<file path="config.mk">
export PLATFORM = sky130hd
export DESIGN_NAME = rx_phase_align_seq
export DESIGN_NICKNAME = d
export VERILOG_FILES = /design/src/rtl/rpa_pkg.sv /design/src/rtl/rpa_dwell_timer.sv /design/src/rtl/rpa_sat_counter.sv /design/src/rtl/rpa_fsm.sv /design/src/rtl/rx_phase_align_seq.sv
export SDC_FILE = /design/constraint.sdc
export NUM_CORES = 1
export LEC_CHECK = 0
export CORE_MARGIN = 4
export CORE_UTILIZATION = 50
export CTS_CLUSTER_DIAMETER = 100
export DETAILED_ROUTE_END_ITERATION = 12
export DONT_BUFFER_PORTS = 1
export SKIP_LAST_GASP = 1
export SYNTH_ARGS = -nofsm -noshare
export SYNTH_HDL_FRONTEND = slang
export SYNTH_SLANG_ARGS = --single-unit
</file>
<file path="constraint.sdc">
create_clock -name clk -period 2.15 [get_ports clk]
set_input_delay 0.43 -clock clk [delete_from_list [all_inputs] [get_ports clk]]
set_output_delay 0.43 -clock clk [all_outputs]
set_load 0.05 [all_outputs]
</file>
<file path="src/rtl/rpa_pkg.sv">
// Package rpa_pkg
// Shared state encoding for the receive phase alignment sequencer.
// Assumes a single control clock domain for all users.
package rpa_pkg;

    typedef enum logic [2:0] {
        ST_WAIT_COND = 3'd0,  // waiting for idle exit and lock
        ST_START     = 3'd1,  // driving the delay-reset start pulse
        ST_WAIT_DRD  = 3'd2,  // waiting for delay-reset-done
        ST_WAIT_SYNC = 3'd3,  // waiting for sync-done
        ST_LOCKED    = 3'd4   // alignment complete, tracking left running
    } rpa_state_e;

endpackage

</file>
<file path="src/rtl/rpa_dwell_timer.sv">
// Module rpa_dwell_timer
// Counts the cycles spent in the current sequencer state. It restarts
// from zero on the edge where the state changes and saturates at its
// maximum value. Assumes the caller sizes CNT_W to cover every compare value.
module rpa_dwell_timer #(
    parameter int CNT_W = 4
) (
    input  logic             clk,
    input  logic             rst_n,
    input  logic             clear,
    output logic [CNT_W-1:0] dwell
);

    localparam logic [CNT_W-1:0] DWELL_TOP = {CNT_W{1'b1}};

    // Purpose: restart on a state change, otherwise count up to saturation.
    always_ff @(posedge clk) begin
        if (!rst_n) begin
            dwell <= '0;
        end else if (clear) begin
            dwell <= '0;
        end else if (dwell != DWELL_TOP) begin
            dwell <= dwell + 1'b1;
        end
    end

endmodule

</file>
<file path="src/rtl/rpa_sat_counter.sv">
// Module rpa_sat_counter
// Saturating up-counter for alignment retries. Each cycle with bump high
// adds one until all bits are set. Assumes one bump per retry event.
module rpa_sat_counter #(
    parameter int W = 4
) (
    input  logic         clk,
    input  logic         rst_n,
    input  logic         bump,
    output logic [W-1:0] count
);

    localparam logic [W-1:0] COUNT_TOP = {W{1'b1}};

    // Purpose: increment on each retry, holding at the top value.
    always_ff @(posedge clk) begin
        if (!rst_n) begin
            count <= '0;
        end else if (bump && (count != COUNT_TOP)) begin
            count <= count + 1'b1;
        end
    end

endmodule

</file>
<file path="src/rtl/rpa_fsm.sv">
// Module rpa_fsm
// State machine of the alignment handshake. A link loss (idle or no lock)
// comes first, then a restart request, then the per-state handshake.
// A retry is flagged on a wait timeout, a failed phase result, or invalid
// fabric data after completion. Assumes dwell counts cycles in the state.
module rpa_fsm
    import rpa_pkg::*;
#(
    parameter int PULSE_CYCLES   = 3,
    parameter int TIMEOUT_CYCLES = 1024,
    parameter int CNT_W          = 11
) (
    input  logic             clk,
    input  logic             rst_n,
    input  logic             link_ok,
    input  logic             restart_evt,
    input  logic             dlyrst_done,
    input  logic             sync_done,
    input  logic             phalign_done,
    input  logic             data_valid,
    input  logic [CNT_W-1:0] dwell,
    output rpa_state_e       state,
    output logic             state_chg,
    output logic             retry_req
);

    localparam logic [CNT_W-1:0] PULSE_LAST = CNT_W'(PULSE_CYCLES - 1);
    localparam logic [CNT_W-1:0] WAIT_LAST  = CNT_W'(TIMEOUT_CYCLES - 1);

    rpa_state_e state_nx;
    logic       wait_expired;

    assign wait_expired = (dwell == WAIT_LAST);

    // Purpose: next-state and retry decision with link loss taking priority.
    always_comb begin
        state_nx  = state;
        retry_req = 1'b0;
        if (!link_ok) begin
            state_nx = ST_WAIT_COND;
        end else if (restart_evt) begin
            state_nx = ST_WAIT_COND;
        end else begin
            case (state)
                ST_WAIT_COND: state_nx = ST_START;
                ST_START: begin
                    if (dwell == PULSE_LAST) begin
                        state_nx = ST_WAIT_DRD;
                    end
                end
                ST_WAIT_DRD: begin
                    if (dlyrst_done) begin
                        state_nx = ST_WAIT_SYNC;
                    end else if (wait_expired) begin
                        state_nx  = ST_WAIT_COND;
                        retry_req = 1'b1;
                    end
                end
                ST_WAIT_SYNC: begin
                    if (sync_done) begin
                        if (phalign_done) begin
                            state_nx = ST_LOCKED;
                        end else begin
                            state_nx  = ST_WAIT_COND;
                            retry_req = 1'b1;
                        end
                    end else if (wait_expired) begin
                        state_nx  = ST_WAIT_COND;
                        retry_req = 1'b1;
                    end
                end
                ST_LOCKED: begin
                    if (!data_valid) begin
                        state_nx  = ST_WAIT_COND;
                        retry_req = 1'b1;
                    end
                end
                default: state_nx = ST_WAIT_COND;
            endcase
        end
    end

    assign state_chg = (state_nx != state);

    // Purpose: state register, returning to the condition wait on reset.
    always_ff @(posedge clk) begin
        if (!rst_n) begin
            state <= ST_WAIT_COND;
        end else begin
            state <= state_nx;
        end
    end

endmodule

</file>
<file path="src/rtl/rx_phase_align_seq.sv">
// Module rx_phase_align_seq
// Top level of the receive phase alignment sequencer for a receiver whose
// elastic buffer is bypassed. It gates the start pulse on idle exit and
// lock, follows the alignment status handshake, judges the phase result,
// and retries on timeout, failure or invalid fabric data.
// Assumes all status inputs are already synchronous to clk and that
// PULSE_CYCLES (1..4) times the clock period stays below 50 ns.
module rx_phase_align_seq
    import rpa_pkg::*;
#(
    parameter int PULSE_CYCLES   = 3,
    parameter int TIMEOUT_CYCLES = 1024,
    parameter int RETRY_W        = 4
) (
    input  logic               clk,
    input  logic               rst_n,
    input  logic               restart_evt,
    input  logic               elec_idle,
    input  logic               cdr_lock,
    input  logic               dlyrst_done,
    input  logic               sync_done,
    input  logic               phalign_done,
    input  logic               data_valid,
    output logic               dlyrst_pulse,
    output logic               aligned,
    output logic [RETRY_W-1:0] retry_count
);

    localparam int MAX_WINDOW = (TIMEOUT_CYCLES > PULSE_CYCLES) ? TIMEOUT_CYCLES : PULSE_CYCLES;
    localparam int CNT_W      = $clog2(MAX_WINDOW + 1);

    rpa_state_e       state;
    logic             state_chg;
    logic             retry_req;
    logic             link_ok;
    logic [CNT_W-1:0] dwell;

    assign link_ok = cdr_lock && !elec_idle;

    rpa_dwell_timer #(
        .CNT_W (CNT_W)
    ) u_dwell (
        .clk   (clk),
        .rst_n (rst_n),
        .clear (state_chg),
        .dwell (dwell)
    );

    rpa_fsm #(
        .PULSE_CYCLES   (PULSE_CYCLES),
        .TIMEOUT_CYCLES (TIMEOUT_CYCLES),
        .CNT_W          (CNT_W)
    ) u_fsm (
        .clk          (clk),
        .rst_n        (rst_n),
        .link_ok      (link_ok),
        .restart_evt  (restart_evt),
        .dlyrst_done  (dlyrst_done),
        .sync_done    (sync_done),
        .phalign_done (phalign_done),
        .data_valid   (data_valid),
        .dwell        (dwell),
        .state        (state),
        .state_chg    (state_chg),
        .retry_req    (retry_req)
    );

    rpa_sat_counter #(
        .W (RETRY_W)
    ) u_retry (
        .clk   (clk),
        .rst_n (rst_n),
        .bump  (retry_req),
        .count (retry_count)
    );

    // Purpose: start pulse is cut off at once when the link drops.
    assign dlyrst_pulse = (state == ST_START) && link_ok;

    // Purpose: aligned requires completion, a good result and valid data.
    assign aligned = (state == ST_LOCKED) && link_ok && sync_done && phalign_done && data_valid;

endmodule

</file>
==> metrics.cfg <==
[worst_setup_path]
crit_family = simple AND/OR/NAND/NOR gates
regToRegSetupSlack_ns = 0.24
cp_max_fo = 8
crit_slowest_cell = and4b_1
r2r_cells = 7
worst-setup-path-type = register to output pin
path_buf_inv = 0
crit_path_max_incr_delay_ns = 0.58
cp.depth = 2
cp.required_ns = 1.72
rr_endpoint = u_dwell.dwell[6]
path_cells = nor2_1 -> and4b_1
end_kind = output pin
crit_arrival_ns = 1.56
timing.rr.start = u_fsm.state[0]
startpoint_type = register

[drt]
routed_wl_um = 2580
ant_nets = 0
post_drt_wl_per_cell_um = 14.6
drt-pass1-iter-count = 4
dr.first_iter.drc_count = 31
vias = 1097
routed_via_density = 6.23
drcViolationCount = 0

[timing]
rsz0062_at_grt = no
finalMaxSlewViolations = 0
final-hold-violation-count = 0
finalCritPeriodShare_pct = 92.4
fmax_mhz = 504
whs_ns = 0.286
skew_ns = 0.00720
setup_viol = 0
period_minus_slack_ns = 1.99
tightest_slew_ns = 0.686
worst_slew_margin_rel_pct = 54.2

[placed_design]
dpl_cell_area_um2 = 1240
dp.cells = 172
dp_hpwl_um = 1980
numPortBuffers = 0
gp_congestion = 0.817

[power_and_ir_drop]
peakVddDrop_uv = 277
p_switching_w = 0.000132
p_int_w = 0.000459
seq_power_share_pct = 58.3
sw_frac_of_total_pct = 22.3
p_per_area_nw_per_um2 = 463
leakage_nw = 0.454
p_total_w = 0.000592
pwr-share-comb_pct = 7.0
clkPwrFrac_pct = 34.7

[hold_path]
worstHoldStart = rst_n
whs_path_depth = 2
hold_path.class = input pin to register
hold-path-endpoint = u_retry.count[1]

[synth]
seq_area_frac_synth_pct = 30.6
ys.warnings.count = 0
syn_avg_cell_area_um2 = 8.34
syn-cell-area_um2 = 1180
synth_fp_nets = 153
synth_top_cell_by_area = dfxtp_1
synth_top_flop_cell = dfxtp_1
yosys-top-cells-count = 18 x dfxtp_1, 17 x nand2_1, 15 x nor2_1
postSynthCellCount = 141
synth_top_area_share_pct = 30.6
yosys.cell_count.top_type = dfxtp_1
synth.area.top_cells = dfxtp_1 31%, nand2_1 5.4%, nor2_1 4.8%
synth_cell_types = 43
async_reset_ff_share_pct = 0
synth-seq-cells = 18
synth_enable_flop_cells = 0

[floorplanning]
start_util_pct = 52.7
die_w_um = 56.5
rows = 17
die_area_um2 = 3190
io_pins = 15
coreArea_um2 = 2230
die_y_um = 56.5

[global_route]
grt_pass1_vias = 1045
grt_first_pass_wirelength_um = 4640
grt_max_degree = 12
antenna_found_initial = 0
grt_use_total_pct = 17.5
grt_overflow_total = 0

[finish]
syn_to_final_growth_pct = 8.72
final_area_um2 = 1280
drive_above_1_share_pct = 12.8
instances_no_fill = 176
finalNetCount = 161
diodes = 0
fillers = 205

[clock_tree]
clkSinkCount = 18
numCtsBuffers = 3
cts_max_path_buffers = 2
clkLatencyLatePin_ns = 0.29
cts_root_buffer = clkbuf_4
cts_max_level = 1
path_clk_slew_ns = 0.11
cts_tree = yes

[outcome]
outcome = completed

[run]
max_cap_violations = 0

[repair_timing]
action,CTS,global route
buffers inserted,0,0
resized for setup,1,0
endpoints found under the setup margin,6,0
endpoints found under the hold margin,0,0
hold buffers,0,0
[worst reg2reg max path: stages, from the launching register on]
cell,delay [ns]
dfxtp_1,0.53
buf_4,0.21
nor2b_2,0.06
a2111oi_4,0.42
nor3_1,0.11
o211ai_1,0.18
buf_4,0.22
nor4bb_1,0.07
[how the worst max path moves through the flow]
stage | start | endpoint
after detailed placement | restart_evt | u_dwell.dwell[9]
after global placement | restart_evt | u_dwell.dwell[9]
final | u_fsm.state[1] | dlyrst_pulse
after global routing | u_fsm.state[1] | dlyrst_pulse
after floorplan | u_fsm.state[0] | aligned
after CTS | u_fsm.state[1] | dlyrst_pulse
[area by class of cell]
cell class | instances | area [um^2] | area share, %
multi-input combinational | 116 | 783 | 61.3
sequential | 18 | 360 | 28.2
timing repair buffer | 7 | 52.6 | 4.11
clock buffer | 4 | 36.3 | 2.84
tap | 28 | 35.0 | 2.74
inverter | 3 | 11.3 | 0.881
[flip-flops by register name, indices dropped and copies added, names as in the netlist]
name and flops:
u_dwell.dwell 11, u_retry.count 4, u_fsm.state 3
[power groups by stage]
| stage | Clock [W] | Sequential [W] | Combinational (W) |
|---|---|---|---|
| finish | 0.000205 | 0.000345 | 0.0000413 |
| global route | 0.000238 | 0.000346 | 0.0000478 |
| CTS | 0.000216 | 0.000345 | 0.0000420 |
| detailed placement | 0 | 0.000353 | 0.0000412 |
| global placement | 0 | 0.000353 | 0.0000397 |
| floorplan | 0 | 0.000351 | 0.0000335 |
[layer usage]
layer	GRT usage (%)	wire length, um	vias up
met5	0	0	-
met4	6.10	17	0
met3	4.37	149	2
met2	30.4	1240	38
met1	20.7	1170	520
li1	-	-	537
[stage by stage]
step / TNS, ns / setup WS (ns) / utilization, %
after global placement: -0.0727 / -0.0343 / 55.4
after CTS: 0 / 0.156 / 57.3
final: 0 / 0.164 / 57.3
after detailed placement: -0.337 / -0.0741 / 55.4
after floorplan: 0 / 0.331 / -
after global routing: 0 / 0.0380 / 57.3
[cells in the final DEF (no fill, tap or decap), types with 3 or more instances in the layout]
master	netlist	layout
inv_1	3	3
clkbuf_4	0	3
a31oi_1	3	3
nor2_1	15	15
nand3_1	5	5
buf_4	0	7
a21oi_1	6	6
ha_1	3	3
nand4_1	6	6
dfxtp_1	18	18
nand2b_1	3	3
xnor2_1	5	5
o21ai_0	8	8
nand2_1	17	17
and2_1	4	4
[kinds of logic (layout without fill, tap and decap cells)]
family / Yosys count / after routing / synth area share [%]
and+or+nand+nor: 75 / 75 / 38.5
adders and majority gates: 3 / 3 / 3.19
muxes: 2 / 2 / 1.70
DFF: 18 / 18 / 30.6
buffers and inverters: 7 / 14 / 3.19
AOI/OAI and AO/OA: 30 / 30 / 18.3
xor gates and xnor gates: 6 / 6 / 4.47
Power figures use the tool's default switching activity.
